===== src/rtl/i2cirq_pkg.sv =====
package i2cirq_pkg;
  localparam int CTRL_W = 4;
  localparam int STAT_W = 6;
  localparam int NUM_STICKY = STAT_W - 1;

  // control bit positions
  localparam int C_MEN  = 0;
  localparam int C_IE   = 1;
  localparam int C_HTOE = 2;
  localparam int C_WKE  = 3;

  // status bit positions
  localparam int S_XFER = 0;
  localparam int S_ADDR = 1;
  localparam int S_ARB  = 2;
  localparam int S_SLT  = 3;
  localparam int S_SHT  = 4;
  localparam int S_SUM  = 5;

  typedef struct packed {
    logic wk_en;
    logic hto_en;
    logic irq_en;
    logic master_en;
  } ctrl_t;

  typedef struct packed {
    logic addr;
    logic arb;
    logic scl_low;
    logic sda_low;
    logic wake;
  } evt_t;
endpackage


===== src/rtl/i2cirq_ctrl_reg.sv =====
module i2cirq_ctrl_reg
  import i2cirq_pkg::*;
#(
  parameter int WIDTH = CTRL_W
) (
  input  logic             clk,
  input  logic             rst,
  input  logic             we,
  input  logic [WIDTH-1:0] wdata,
  output logic [WIDTH-1:0] q
);
  always_ff @(posedge clk) begin
    if (rst)     q <= '0;
    else if (we) q <= wdata;
  end
endmodule


===== src/rtl/i2cirq_xfer_track.sv =====
module i2cirq_xfer_track (
  input  logic clk,
  input  logic rst,
  input  logic level,
  output logic live_q,
  output logic rise
);
  always_ff @(posedge clk) begin
    if (rst) live_q <= 1'b0;
    else     live_q <= level;
  end
  assign rise = level & ~live_q;
endmodule


===== src/rtl/i2cirq_event_qual.sv =====
module i2cirq_event_qual
  import i2cirq_pkg::*;
#(
  parameter int NFLAG = NUM_STICKY
) (
  input  ctrl_t            ctrl,
  input  logic             xfer_rise,
  input  evt_t             ev,
  output logic [NFLAG-1:0] set_vec
);
  // set_vec index i maps to status bit i+1
  localparam int IX_ADDR = S_ADDR - 1;
  localparam int IX_ARB  = S_ARB - 1;
  localparam int IX_SLT  = S_SLT - 1;
  localparam int IX_SHT  = S_SHT - 1;
  localparam int IX_SUM  = S_SUM - 1;

  logic wake_ok, sht_ok, any_sum;

  always_comb begin
    wake_ok = ev.wake & ctrl.wk_en;
    sht_ok  = ev.sda_low & ctrl.hto_en;
    any_sum = xfer_rise | ev.addr | ev.arb | ev.scl_low | sht_ok | wake_ok;
    set_vec = '0;
    set_vec[IX_ADDR] = ctrl.master_en & (ev.addr | wake_ok);
    set_vec[IX_ARB]  = ctrl.master_en & ev.arb;
    set_vec[IX_SLT]  = ctrl.master_en & ev.scl_low;
    set_vec[IX_SHT]  = ctrl.master_en & ev.sda_low;
    set_vec[IX_SUM]  = ctrl.master_en & any_sum;
  end
endmodule


===== src/rtl/i2cirq_sticky_flag.sv =====
module i2cirq_sticky_flag (
  input  logic clk,
  input  logic rst,
  input  logic set,
  input  logic clr,
  output logic q
);
  // an arriving event outranks a same-cycle clear
  always_ff @(posedge clk) begin
    if (rst)      q <= 1'b0;
    else if (set) q <= 1'b1;
    else if (clr) q <= 1'b0;
  end
endmodule


===== src/rtl/i2c_irq_flags.sv =====
module i2c_irq_flags
  import i2cirq_pkg::*;
(
  input  logic              clk,
  input  logic              rst,
  input  logic              xfer_done,
  input  logic              ev_addr_match,
  input  logic              ev_arb_lost,
  input  logic              ev_scl_low_to,
  input  logic              ev_sda_low_to,
  input  logic              ev_wake,
  input  logic              ctrl_we,
  input  logic [CTRL_W-1:0] ctrl_wdata,
  input  logic              stat_we,
  input  logic [STAT_W-1:0] stat_wdata,
  output logic [CTRL_W-1:0] ctrl_q,
  output logic [STAT_W-1:0] stat_q,
  output logic              irq_o
);
  ctrl_t                 ctrl;
  evt_t                  ev;
  logic                  xfer_live, xfer_rise;
  logic [NUM_STICKY-1:0] set_vec, clr_vec, flag_q;
  logic                  unused_ro_bit;

  assign unused_ro_bit = stat_wdata[S_XFER];

  i2cirq_ctrl_reg #(.WIDTH(CTRL_W)) u_ctrl (
    .clk(clk), .rst(rst), .we(ctrl_we), .wdata(ctrl_wdata), .q(ctrl_q)
  );
  assign ctrl = ctrl_t'(ctrl_q);

  i2cirq_xfer_track u_xfer (
    .clk(clk), .rst(rst), .level(xfer_done), .live_q(xfer_live), .rise(xfer_rise)
  );

  assign ev = '{addr: ev_addr_match, arb: ev_arb_lost, scl_low: ev_scl_low_to,
                sda_low: ev_sda_low_to, wake: ev_wake};

  i2cirq_event_qual #(.NFLAG(NUM_STICKY)) u_qual (
    .ctrl(ctrl), .xfer_rise(xfer_rise), .ev(ev), .set_vec(set_vec)
  );

  for (genvar i = 0; i < NUM_STICKY; i++) begin : g_flag
    assign clr_vec[i] = stat_we & stat_wdata[i+1];
    i2cirq_sticky_flag u_flag (
      .clk(clk), .rst(rst), .set(set_vec[i]), .clr(clr_vec[i]), .q(flag_q[i])
    );
  end

  assign stat_q = {flag_q, xfer_live};

  always_ff @(posedge clk) begin
    if (rst) irq_o <= 1'b0;
    else     irq_o <= ctrl.irq_en & (flag_q[S_SUM-1] | flag_q[S_SLT-1]);
  end
endmodule


===== config.mk =====
export PLATFORM = sky130hd
export DESIGN_NAME = i2c_irq_flags
export DESIGN_NICKNAME = d
export VERILOG_FILES = /design/src/rtl/i2cirq_pkg.sv /design/src/rtl/i2cirq_ctrl_reg.sv /design/src/rtl/i2cirq_xfer_track.sv /design/src/rtl/i2cirq_event_qual.sv /design/src/rtl/i2cirq_sticky_flag.sv /design/src/rtl/i2c_irq_flags.sv
export SDC_FILE = /design/constraint.sdc
export NUM_CORES = 1
export LEC_CHECK = 0
export BUFFER_PORTS_ARGS = -buffer_cell sky130_fd_sc_hd__clkbuf_2
export CELL_PAD_IN_SITES_DETAIL_PLACEMENT = 0
export CELL_PAD_IN_SITES_GLOBAL_PLACEMENT = 1
export CORE_UTILIZATION = 28
export CTS_CLUSTER_DIAMETER = 30
export DETAILED_ROUTE_END_ITERATION = 10
export GPL_TIMING_DRIVEN = 0
export HOLD_SLACK_MARGIN = 0.12
export PLACE_DENSITY = 0.72
export SETUP_SLACK_MARGIN = 0.02
export SYNTH_ARGS = -nofsm -noshare
export SYNTH_HDL_FRONTEND = slang
export SYNTH_HIERARCHICAL = 1
export SYNTH_SLANG_ARGS = --single-unit

===== constraint.sdc =====
create_clock -name clk -period 1.45 [get_ports clk]
set_clock_uncertainty 0.15 [all_clocks]
set_input_delay 0.29 -clock clk [delete_from_list [all_inputs] [get_ports clk]]
set_output_delay 0.29 -clock clk [all_outputs]
set_load 0.05 [all_outputs]

== After elaboration in Yosys (flattened, before gate mapping) ==
Cells that the tools add are included.
W data, S select, Z words.
Cells by class
  mux-type cells: 10
  bitwise gates (word level): 22
  reductions and logical operators: 5
Operator list (count)
  $and A1 B1 Y1: 14
  $mux W1: 10
  $reduce_bool A2 Y1: 5
  $or A1 B1 Y1: 7
  $not A1 Y1: 1
Storage, ports and cells
  register bits after elaboration: 11
  output and inout bits: 11
  logic and storage cells: 45

== Longest topological paths before layout ==
  depth in word-level cells: 9
  mapped depth: 5
  mapped depth without buffers: 5

== Cells and area by module ==
Netlist, hierarchy kept.
Modules (own cells, without submodules)
  i2cirq_sticky_flag: times used 5, cells each 4, area an instance 38.8 sq um, seq. area each 20.0 sq um
  i2cirq_ctrl_reg: times used 1, cells each 13, area an instance 140.1 sq um, seq. area each 80.1 sq um
  i2c_irq_flags: times used 1, cells each 9, area an instance 75.1 sq um, seq. area each 20.0 sq um
  i2cirq_event_qual: times used 1, cells each 7, area an instance 52.6 sq um, seq. area each 0.0 sq um
  i2cirq_xfer_track: times used 1, cells each 3, area an instance 47.5 sq um, seq. area each 20.0 sq um

== Worst setup path before layout ==
Ideal clock, no wire load.
  path type: flip-flop to flip-flop
  start: reg u_ctrl.q[2]
  end: reg g_flag[4].u_flag.q
  setup time: 115 ps
  arrival: 1074 ps
  slack: 111 ps
  stages on the path, launching flop included: 5
  buffers on the path: 0
  clock period less this slack: 1339 ps
  cell sequence: dfxtp_1 a2111oi_2 a21boi_1 inv_1 a21oi_2
Between the ends
  longest elaborated chain between the ends: 5
Ends and longest elaborated chain
  start, declared: RTL line i2cirq_ctrl_reg.sv:10  | output logic [WIDTH-1:0] q
  start signal, assigned: RTL line i2cirq_ctrl_reg.sv:14  | else if (we) q <= wdata;
  $and A1 B1 Y1 (*): RTL line i2cirq_event_qual.sv:22  | sht_ok = ev.sda_low & ctrl.hto_en;
  $or A1 B1 Y1 (*) (2 in a row): RTL line i2cirq_event_qual.sv:23  | any_sum = xfer_rise | ev.addr | ev.arb | ev.scl_low | sht_ok | wake_ok;
  $and A1 B1 Y1 (*): RTL line i2cirq_event_qual.sv:29  | set_vec[IX_SUM] = ctrl.master_en & any_sum;
  named net set_vec[4]: RTL line i2c_irq_flags.sv:23  | logic [NUM_STICKY-1:0] set_vec, clr_vec, flag_q;
  $mux W1 / $reduce_bool A2 Y1 (equally long branches)
  end signal, assigned: RTL line i2cirq_sticky_flag.sv:10  | if (rst) q <= 1'b0;
  end signal, assigned: RTL line i2cirq_sticky_flag.sv:11  | else if (set) q <= 1'b1;
  end signal, assigned: RTL line i2cirq_sticky_flag.sv:12  | else if (clr) q <= 1'b0;
  end, declared: RTL line i2cirq_sticky_flag.sv:6  | output logic q
The timed path passes the listed nets; every way through them passes the cells marked *.
A chain may end at the register's enable or synchronous reset.

== Worst setup path in the final report ==
  start: reg u_xfer.live_q
  end: out stat_q[0]
RTL lines
  start, declared: RTL line i2cirq_xfer_track.sv:5  | output logic live_q,
  start signal, assigned: RTL line i2cirq_xfer_track.sv:10  | else live_q <= level;
  end, declared: RTL line i2c_irq_flags.sv:17  | output logic [STAT_W-1:0] stat_q,
No word-level cell between the ends.

==> impl_metrics.sql <==
INSERT INTO impl_metrics (metric_group, metric, value, unit) VALUES
('timing', 'grt_setup_unrepaired', 'no', ''),
('route', 'routed_wl', '1010', 'µm'),
('floorplan', 'io-pin-count', '31', ''),
('power', 'p_switching', '0.000198', 'W'),
('floorplan', 'core_area', '1710', 'µm²'),
('power', 'static-leakage-power', '0.351', 'nW'),
('clocking', 'clk-insertion-delay-late', '0.26', 'ns'),
('clocking', 'cts_inserted_buffers', '3', ''),
('final_layout', 'finalCoreUtilization', '0.441', ''),
('power', 'p_clk_frac', '0.294', ''),
('timing', 'final.setup.tns', '0', 'ns'),
('global_route', 'grt_pass1_vias', '391', ''),
('route', 'ant_nets', '0', ''),
('setup_path', 'crit_type', 'flop to primary output', ''),
('setup_path', 'critical_path.startpoint_type', 'flop', ''),
('synthesis', 'yosys_register_bits', '11', ''),
('power', 'pwr_density_cell', '911', 'nW/µm²'),
('route', 'via_density_per_instance', '4.07', ''),
('clocking', 'cts_root_buffer', 'sky130_fd_sc_hd__clkbuf_4', ''),
('final_layout', 'final_net_count', '109', ''),
('setup_path', 'cp.required', '1.01', 'ns'),
('timing', 'fmaxAchievable', '729', 'MHz'),
('timing', 'shortest_period_the_worst_path_allows', '1.37', 'ns'),
('final_layout', 'drive_gt1_frac', '0.489', ''),
('global_route', 'maximum_number_of_pins_on_one_net_before_global_route_repair', '12', ''),
('setup_path', 'worstPathArrival', '0.93', 'ns'),
('run_status', 'run_status', 'completed', ''),
('global_route', 'grt_pass1_wl', '1660', 'µm'),
('final_layout', 'multi_input_comb_area', '258', 'µm²'),
('placement', 'io_buffer_count', '28', ''),
('synthesis', 'postSynthAreaPerCell', '9.79', 'µm²'),
('power', 'share_seq_of_total_power', '0.479', ''),
('floorplan', 'die_x', '44.6', 'µm'),
('route', 'detail_route.wl_per_cell', '8.93', 'µm'),
('clocking', 'cts_tree', 'built', ''),
('worst_hold_path', 'worstHoldPathType', 'input pin to flop', ''),
('final_layout', 'final-seq-area', '221', 'µm²'),
('route', 'drtIter0Drc', '7', ''),
('timing', 'timing.slew.headroom', '0.782', ''),
('floorplan', 'die_area', '1990', 'µm²'),
('run', 'max_cap_viol_count', '0', ''),
('timing', 'setup_viol_count_final', '0', ''),
('power', 'power_switching_share', '0.289', ''),
('setup_path', 'r2r_cells', '5', ''),
('floorplan', 'core.rowCount', '15', ''),
('clocking', 'clk_pin_slew', '0.07', 'ns'),
('global_route', 'initial_antenna_violation_count', '0', ''),
('global_route', 'globalRoute.totalOverflow', '0', ''),
('placement', 'dp_hpwl', '809', 'µm'),
('route', 'route.detailed.drc', '0', ''),
('synthesis', 'syn-num-nets', '72', ''),
('final_layout', 'antenna_cells', '0', ''),
('clocking', 'cts.htree.levels', '1', ''),
('route', 'dr.pass1.iters', '3', ''),
('setup_path', 'worstPathMaxFanout', '2', ''),
('synthesis', 'synthesis.instances', '52', ''),
('synthesis', 'netlist-cell-type-count', '15', ''),
('final_layout', 'layout.filler_cells', '195', ''),
('global_route', 'groute.usage.overall', '0.121', ''),
('power', 'ir_worst_vdd', '0.455', 'mV'),
('synthesis', 'synth.yosys.warnings', '6', ''),
('placement', 'place.gp.congestion', '0.646', ''),
('power', 'power.internal', '0.000488', 'W'),
('route', 'detailroute.via_count', '460', ''),
('synthesis', 'sequential_cell_area_fraction_in_the_yosys_report', '0.432', ''),
('timing', 'worst-slew-pin-transition', '0.326', 'ns'),
('timing', 'timing_max_transition_violations_final', '0', ''),
('placement', 'post-place-cells', '105', ''),
('clocking', 'numClockSinks', '11', ''),
('final_layout', 'final_cell_count_no_fill', '113', ''),
('worst_hold_path', 'worstHoldPathCells', '3', ''),
('floorplan', 'die_h', '44.6', 'µm'),
('floorplan', 'effective_utilization_at_floorplan', '0.298', ''),
('setup_path', 'cp-end-kind', 'primary output', ''),
('timing', 'layout_setup_ws', '0.0778', 'ns'),
('final_layout', 'area_growth_syn_to_layout', '47.9', '%'),
('placement', 'place_ws', '0.133', 'ns'),
('clocking', 'clock_tree.buffer_depth', '2', ''),
('timing', 'fin_crit_sh', '0.946', ''),
('timing', 'finalHoldViolCount', '0', ''),
('power', 'combinational_power_share', '0.227', ''),
('synthesis', 'synthesis.area', '509', 'µm²');
==> synthesized netlist by cell type <==
cell	count	area share
sky130_fd_sc_hd__a2111oi_2	1	0.029
sky130_fd_sc_hd__a21boi_1	1	0.015
sky130_fd_sc_hd__a21oi_1	1	0.0098
sky130_fd_sc_hd__a21oi_2	5	0.086
sky130_fd_sc_hd__and2_1	8	0.098
sky130_fd_sc_hd__buf_4	1	0.015
sky130_fd_sc_hd__clkbuf_2	1	0.0098
sky130_fd_sc_hd__dfxtp_1	11	0.43
sky130_fd_sc_hd__inv_1	5	0.037
sky130_fd_sc_hd__mux2i_1	4	0.079
sky130_fd_sc_hd__nand2b_1	5	0.061
sky130_fd_sc_hd__nor2_1	5	0.037
sky130_fd_sc_hd__nor2b_1	1	0.012
sky130_fd_sc_hd__nor2b_4	2	0.054
sky130_fd_sc_hd__nor3b_2	1	0.025
==> power groups by stage <==
stage               logic [W]  registers, W  clock network, W
floorplan           0.0000510      0.000380                 0
global placement     0.000147      0.000335                 0
detailed placement   0.000147      0.000336                 0
CTS                  0.000158      0.000328          0.000217
global route         0.000167      0.000331          0.000226
finish               0.000155      0.000328          0.000202
==> routing by layer <==
layer | part of all wire | global-route usage
met1 | 0.48 | 0.151
met2 | 0.42 | 0.165
met3 | 0.071 | 0.0367
met4 | 0.036 | 0.109
met5 | 0 | 0
==> worst paths after layout <==
kind,from,end,slack (ns)
hold reg to reg,g_flag[0].u_flag/q,g_flag[0].u_flag/q,0.34
hold / removal,ctrl_wdata[1],u_ctrl/q[1],0.13
setup reg to reg,u_xfer/live_q,g_flag[4].u_flag/q,0.25
setup / recovery,u_xfer/live_q,stat_q[0],0.08
==> worst max-delay path, stage by stage (launching register included) <==
cell	delay [ns]
sky130_fd_sc_hd__dfxtp_2	0.35
sky130_fd_sc_hd__buf_4	0.10
sky130_fd_sc_hd__clkbuf_4	0.21
==> metrics by stage <==
stage / hold WS [ns] / power (W) / instance area (µm²)
floorplan: 0.202 / 0.000431 / 509
global route: 0.175 / 0.000725 / 753
finish: 0.135 / 0.000686 / 753
global placement: 0.324 / 0.000482 / 681
CTS: 0.122 / 0.000703 / 752
detailed placement: 0.331 / 0.000483 / 681
==> kinds of logic (layout without fill, tap and decap cells) <==
group           count (synthesis)  after routing  share of synthesized area
simple gates                   22             22                      0.287
buf+inv                         7             43                     0.0614
flops                          11             11                      0.432
compound gates                  8              8                      0.140
mux                             4              4                     0.0786
==> cells in the final DEF, fill, tap and decap left out, types with 4 or more instances in the layout <==
| cell | instances |
|---|---|
| sky130_fd_sc_hd__and2_1 | 8 |
| sky130_fd_sc_hd__a21oi_2 | 5 |
| sky130_fd_sc_hd__clkbuf_2 | 27 |
| sky130_fd_sc_hd__dfxtp_1 | 10 |
| sky130_fd_sc_hd__dlygate4sd3_1 | 4 |
| sky130_fd_sc_hd__clkbuf_4 | 4 |
| sky130_fd_sc_hd__mux2i_1 | 4 |
| sky130_fd_sc_hd__inv_1 | 5 |
| sky130_fd_sc_hd__nor2_1 | 5 |
| sky130_fd_sc_hd__nand2b_1 | 5 |
==> cell type report <==
class / count / area share
Multi-Input combinational cell: 34 / 0.342
Sequential cell: 11 / 0.294
Timing Repair Buffer: 32 / 0.246
Tap cell: 25 / 0.0415
Clock buffer: 4 / 0.0349
Inverter: 5 / 0.0249
Buffer: 2 / 0.0166
==> flip-flops by register name, summed over array words and instances, names as in the netlist <==
| register | flops |
|---|---|
| g_flag.u_flag/q | 5 |
| irq_o | 1 |
| u_ctrl/q | 4 |
| u_xfer/live_q | 1 |
==> repair_timing <==
item / 4_1_cts / 5_1_grt
setup endpoints to repair: 2 / 2
gates resized for setup: 2 / 2
hold buffers: 4 / 0
setup buffers: 0 / 0
endpoints found under the hold margin: 4 / 0
No activity file was read; power rests on OpenSTA's default activity.
